$ cat src/rtl/pack_pkg.sv
package pack_pkg;

    typedef enum logic [1:0] {
        PK_S16_S8  = 2'd0,
        PK_S16_U8  = 2'd1,
        PK_S32_S16 = 2'd2,
        PK_RSVD    = 2'd3
    } pack_mode_e;

endpackage

$ cat src/rtl/narrow_lane.sv
// Clamps one signed element of IN_W bits into IN_W/2 bits.
module narrow_lane #(
    parameter int IN_W = 16
) (
    input  logic [IN_W-1:0]   val,
    input  logic              to_unsigned,
    output logic [IN_W/2-1:0] nar,
    output logic              clipped
);
    localparam int OUT_W = IN_W / 2;

    logic neg;
    logic fits_signed;
    logic over_unsigned;

    assign neg           = val[IN_W-1];
    // top bits down to the narrow sign bit must all agree
    assign fits_signed   = (&val[IN_W-1:OUT_W-1]) | ~(|val[IN_W-1:OUT_W-1]);
    assign over_unsigned = |val[IN_W-2:OUT_W];

    always_comb begin
        nar     = val[OUT_W-1:0];
        clipped = 1'b0;
        if (to_unsigned) begin
            if (neg) begin
                nar     = '0;
                clipped = 1'b1;
            end else if (over_unsigned) begin
                nar     = '1;
                clipped = 1'b1;
            end
        end else if (!fits_signed) begin
            nar     = neg ? {1'b1, {(OUT_W-1){1'b0}}} : {1'b0, {(OUT_W-1){1'b1}}};
            clipped = 1'b1;
        end
    end

endmodule

$ cat src/rtl/pack_half.sv
// Narrows every element of one operand for the selected mode.
module pack_half
    import pack_pkg::*;
#(
    parameter int DATA_W = 128
) (
    input  logic [DATA_W-1:0]    opnd,
    input  pack_mode_e           mode,
    output logic [DATA_W/2-1:0]  narrowed,
    output logic [DATA_W/16-1:0] flags
);
    localparam int HALF_W = DATA_W / 2;
    localparam int LW     = DATA_W / 16;
    localparam int LD     = DATA_W / 32;

    logic [HALF_W-1:0] w_nar;
    logic [HALF_W-1:0] d_nar;
    logic [LW-1:0]     w_flg;
    logic [LD-1:0]     d_flg;
    logic              unsigned_tgt;

    assign unsigned_tgt = (mode == PK_S16_U8);

    for (genvar g = 0; g < LW; g++) begin : g_word
        narrow_lane #(.IN_W(16)) u_lane (
            .val        (opnd[g*16 +: 16]),
            .to_unsigned(unsigned_tgt),
            .nar        (w_nar[g*8 +: 8]),
            .clipped    (w_flg[g])
        );
    end

    for (genvar g = 0; g < LD; g++) begin : g_dword
        narrow_lane #(.IN_W(32)) u_lane (
            .val        (opnd[g*32 +: 32]),
            .to_unsigned(1'b0),
            .nar        (d_nar[g*16 +: 16]),
            .clipped    (d_flg[g])
        );
    end

    assign narrowed = (mode == PK_S32_S16) ? d_nar : w_nar;
    assign flags    = (mode == PK_S32_S16) ? LW'(d_flg) : w_flg;

endmodule

$ cat src/rtl/pack_narrow_unit.sv
module pack_narrow_unit
    import pack_pkg::*;
#(
    parameter int DATA_W = 128
) (
    input  logic                clk,
    input  logic                rst,
    input  logic                in_valid,
    input  logic [DATA_W-1:0]   dst_opnd,
    input  logic [DATA_W-1:0]   src_opnd,
    input  logic [1:0]          mode,
    input  logic                full_width,
    output logic                out_valid,
    output logic [DATA_W-1:0]   result,
    output logic [DATA_W/8-1:0] sat_mask
);
    localparam int HALF_W = DATA_W / 2;
    localparam int QTR_W  = DATA_W / 4;
    localparam int LW     = DATA_W / 16;
    localparam int LD     = DATA_W / 32;
    localparam int MASK_W = DATA_W / 8;

    typedef struct packed {
        logic              vld;
        logic [DATA_W-1:0] res;
        logic [MASK_W-1:0] mask;
    } pk_state_t;

    pk_state_t  st_d, st_q;
    pack_mode_e mode_e;

    logic [HALF_W-1:0] dst_n, src_n;
    logic [LW-1:0]     dst_f, src_f;

    assign mode_e = pack_mode_e'(mode);

    pack_half #(.DATA_W(DATA_W)) u_dst (
        .opnd(dst_opnd), .mode(mode_e), .narrowed(dst_n), .flags(dst_f)
    );
    pack_half #(.DATA_W(DATA_W)) u_src (
        .opnd(src_opnd), .mode(mode_e), .narrowed(src_n), .flags(src_f)
    );

    always_comb begin
        st_d     = st_q;
        st_d.vld = in_valid;
        if (in_valid) begin
            case (mode_e)
                PK_RSVD: begin
                    st_d.res  = '0;
                    st_d.mask = '0;
                end
                PK_S32_S16: begin
                    if (full_width) begin
                        st_d.res  = {src_n, dst_n};
                        st_d.mask = MASK_W'({src_f[LD-1:0], dst_f[LD-1:0]});
                    end else begin
                        st_d.res  = DATA_W'({src_n[QTR_W-1:0], dst_n[QTR_W-1:0]});
                        st_d.mask = MASK_W'({src_f[LD/2-1:0], dst_f[LD/2-1:0]});
                    end
                end
                default: begin
                    if (full_width) begin
                        st_d.res  = {src_n, dst_n};
                        st_d.mask = {src_f, dst_f};
                    end else begin
                        st_d.res  = DATA_W'({src_n[QTR_W-1:0], dst_n[QTR_W-1:0]});
                        st_d.mask = MASK_W'({src_f[LW/2-1:0], dst_f[LW/2-1:0]});
                    end
                end
            endcase
        end
    end

    always_ff @(posedge clk) begin
        if (rst) st_q <= '0;
        else     st_q <= st_d;
    end

    assign out_valid = st_q.vld;
    assign result    = st_q.res;
    assign sat_mask  = st_q.mask;

    // a valid output follows every accepted input, and only those
    a_r8_valid_follows: assert property (@(posedge clk) disable iff (rst)
        in_valid |=> out_valid);
    a_r8_no_spurious: assert property (@(posedge clk) disable iff (rst)
        !in_valid |=> !out_valid);
    // idle cycles leave the registered output untouched
    a_r9_hold: assert property (@(posedge clk) disable iff (rst)
        !in_valid |=> ($stable(result) && $stable(sat_mask)));
    // half-width packing never writes the upper result half
    a_r5_upper_zero: assert property (@(posedge clk) disable iff (rst)
        (in_valid && !full_width) |=> (result[DATA_W-1:HALF_W] == '0));
    // reserved code yields nothing
    a_r6_reserved_zero: assert property (@(posedge clk) disable iff (rst)
        (in_valid && mode == 2'd3) |=> (result == '0 && sat_mask == '0));
    // mask never flags elements beyond the count in half-width dword packing
    a_r7_mask_range: assert property (@(posedge clk) disable iff (rst)
        (in_valid && mode == 2'd2 && !full_width) |=> (sat_mask[MASK_W-1:LD] == '0));

endmodule

$ cat config.mk
export PLATFORM = sky130hd
export DESIGN_NAME = pack_narrow_unit
export DESIGN_NICKNAME = d
export VERILOG_FILES = /design/src/rtl/pack_pkg.sv /design/src/rtl/narrow_lane.sv /design/src/rtl/pack_half.sv /design/src/rtl/pack_narrow_unit.sv
export SDC_FILE = /design/constraint.sdc
export NUM_CORES = 1
export LEC_CHECK = 0
export BUFFER_PORTS_ARGS = -buffer_cell sky130_fd_sc_hd__buf_4
export CAP_MARGIN = 30
export CORE_MARGIN = 1.5
export CORE_UTILIZATION = 38
export CTS_CLUSTER_SIZE = 30
export DETAILED_ROUTE_END_ITERATION = 12
export PLACE_DENSITY = 0.66
export RECOVER_POWER = 50
export SETUP_SLACK_MARGIN = 0.1
export SLEW_MARGIN = 0
export SYNTH_ARGS = -nofsm -noshare
export SYNTH_HDL_FRONTEND = slang
export SYNTH_SLANG_ARGS = --single-unit
$ cat constraint.sdc
create_clock -name clk -period 6.14 [get_ports clk]
set_input_delay 1.842 -clock clk [delete_from_list [all_inputs] [get_ports clk]]
set_output_delay 1.842 -clock clk [all_outputs]
set_load 0.02 [all_outputs]
==> results.yml <==
die:
  die_area_um2: 24900
  fp.dieW_um: 158
  die_y_um: 158
  start_util: 0.388
  core_um2: 23500
  pin_count: 407
  std_cell_rows: 56
critical_path:
  crit_path_cell_trace: "buf_4 -> nand2b_4 -> inv_1 -> nand3_2 -> a21oi_2 -> a21boi_2 -> o221a_2 -> a221o_1"
  start_kind: "primary input"
  cp.required_ns: 6.51
  slowest_delay_ns: 0.53
  critPathMaxFanout: 56
  path_class: "in -> reg"
  endpoint_kind: "flip-flop"
  crit_family: "compound AO/OA/AOI/OAI gates"
  arrival_ns: 4.44
  crit_slowest_cell: "a21oi_2"
  path_buf_inv: 2
synthesis:
  synthMuxAreaShare: 0.00110
  synth_top_family_by_area: "compound AO/OA/AOI/OAI gates"
  ys.flop_type: "dfxtp_1"
  yosys.area_share.xor_xnor: 0.000962
  yosys_warnings: 0
  synth_compound_area_frac: 0.361
  synth_seq_cells: 145
  async_reset_ff_frac: 0
  syn-cell-area_um2: 9110
  synthAdderAreaFrac: 0.0121
  synth.avg_cell_area_um2: 7.71
  synth-seq-area-share: 0.319
  syn-num-nets: 1443
  netlist_instances: 1181
  synth_edf_count: 0
  ys_types: 82
  synthSimpleGateAreaFrac: 0.259
placement:
  dp_slack_ns: 1.66
  place_area_um2: 12300
  dp_hpwl_um: 30000
  port_buffers: 406
  routabilityCongestion: 0.958
power:
  vdd_drop_max_v: 0.000125
  p_leak_nw: 4.87
  cellPowerDensity_nw_per_um2: 217
  finalPower_mw: 2.68
timing:
  hold_viol_final: 0
  finalSetupTns_ns: 0
  finalSetupViolations: 0
  whs_ns: 0.460
  fin_ws_ns: 2.07
  fmaxAchievable_mhz: 246
  slew_headroom: 0.318
  clock_skew_ns: 0
  worstMarginPinSlew_ns: 1.02
  slew_viol_final: 0
  period_share: 0.663
  rsz0062_at_grt: "no"
  final.min_clock_period_ns: 4.07
clocking:
  clk_pin_slew_ns: 0.07
  clock_latency_ns: 0.42
  ctsRootBufferMaster: "clkbuf_16"
  cts_num_sinks: 145
  htree_levels: 4
  cts_tree: "built"
  ctsResizeCount: 0
  postCtsSetupRepairBufs: 0
  clock_path_buffers: 2
  ctsHoldBuffers: 0
  cts_made_buffers: 17
global_routing:
  grt_pass1_wl_um: 58800
  grt_max_degree: 57
  grt_pass1_vias: 10600
  grt_antenna_before_repair: 0
  grt_use_total: 0.306
  grt-ovfl-total: 0
finish:
  area_growth_pct: 35.7
  drive_above_1_share: 0.228
  nNetsFinal: 1803
  final_cell_area_um2: 12400
  antenna_cells: 0
routing:
  vias: 11200
  dr.pass1.iters: 6
  dr.first_iter.drc_count: 983
  wl_per_cell_um: 21.1
  viasPerCell: 6.00
  routed_wl_um: 39600
  postRouteAntennaNets: 0
  drt_drc_violations_left: 0
worst_hold_path:
  hp-class: "reg -> reg"
run_status:
  run_status: "finished clean"
run:
  maxCapViolCount: 0
## cell type report
cell class / count / area, um2
clock inverter: 15 / 145
timing repair buffer: 412 / 2560
inverter: 33 / 124
clock buffer: 17 / 425
tap: 319 / 399
multi-input combinational: 932 / 5790
fill: 2410 / 11100
sequential: 145 / 2900
## cells by family (layout without fill, tap and decap cells)
family,after synthesis,count (layout)
adder cells (fa/ha/maj),11,11
XOR/XNOR,1,1
flip-flops,145,145
multiplexers,1,1
AO/OA/AOI/OAI,442,442
buffers and inverters,104,477
AND/OR/NAND/NOR,477,477
## registers in the layout, indices dropped and copies added, names as in the netlist
name / count
result: 128
sat_mask: 16
out_valid: 1
## report_power, final
group          switching, mW  leakage [nW]  total [mW]  internal, mW
clock network          0.481         0.278        1.05         0.571
registers             0.0315          1.19        1.03         0.995
logic                  0.366          3.41       0.600         0.234
total                  0.879          4.87        2.68          1.80
## layout by cell type, fill, tap and decap left out, types with 34 or more instances in the layout
cell	netlist	routed
a21oi_1	84	84
a22o_1	34	34
buf_4	1	267
clkbuf_1	39	144
dfxtp_1	145	145
nand2_1	136	136
nand3_1	39	39
nand4_1	48	48
nor2_1	122	121
o21ai_0	68	68
## stage by stage
step                utilization  std cells
global route              0.526       1873
CTS                       0.549       1873
finish                    0.526       1873
global placement          0.525       1841
floorplan                     -       1181
detailed placement        0.525       1841
## cells in the mapped netlist (8+ instances only)
cell type  number  share of area
a211oi_1       23          0.019
a21o_1         21          0.017
a21oi_1        84          0.046
a221o_1        22          0.024
a221oi_1        8         0.0077
a22o_1         34          0.033
a22oi_1        16          0.013
a311oi_1       17          0.016
a31oi_1        14         0.0096
and2_1         11         0.0076
buf_1           8         0.0033
buf_2          20          0.011
clkbuf_1       39          0.016
dfxtp_1       145           0.32
inv_1          32          0.013
maj3_1         11          0.012
nand2_1       136          0.056
nand2b_1        9         0.0062
nand3_1        39          0.021
nand4_1        48          0.033
nor2_1        122          0.050
nor2b_1        11         0.0076
nor3_1         32          0.018
nor4_1         29          0.020
o21a_1          8         0.0066
o21ai_0        68          0.037
o21bai_1        8         0.0066
o221a_2        14          0.017
o221ai_1       12          0.012
o31ai_1        16          0.013
## routing by layer
layer / GRT usage / up-vias / share of wire
li1: - / 5299 / -
met1: 0.375 / 5291 / 0.41
met2: 0.525 / 578 / 0.48
met3: 0.0690 / 62 / 0.088
met4: 0.107 / 0 / 0.027
met5: 0 / - / 0
## tightest hold or removal path, delay by kind of cell, from the launching register on
family           cells  cell delay, ns
flip-flops           1            0.33
AND/OR/NAND/NOR      1            0.05
AO/OA/AOI/OAI        1            0.05
## final timing paths
path / startpoint / endpoint / slack, ns / depth (start not counted)
worst min-delay path: result[121] / result[121] / 0.46 / 2
worst max-delay path: in_valid / result[46] / 2.07 / 8
worst max register to register: result[5] / result[5] / 5.22 / 3
worst min register to register: result[121] / result[121] / 0.46 / 2
Note: power is estimated with default switching activity, not from simulation.
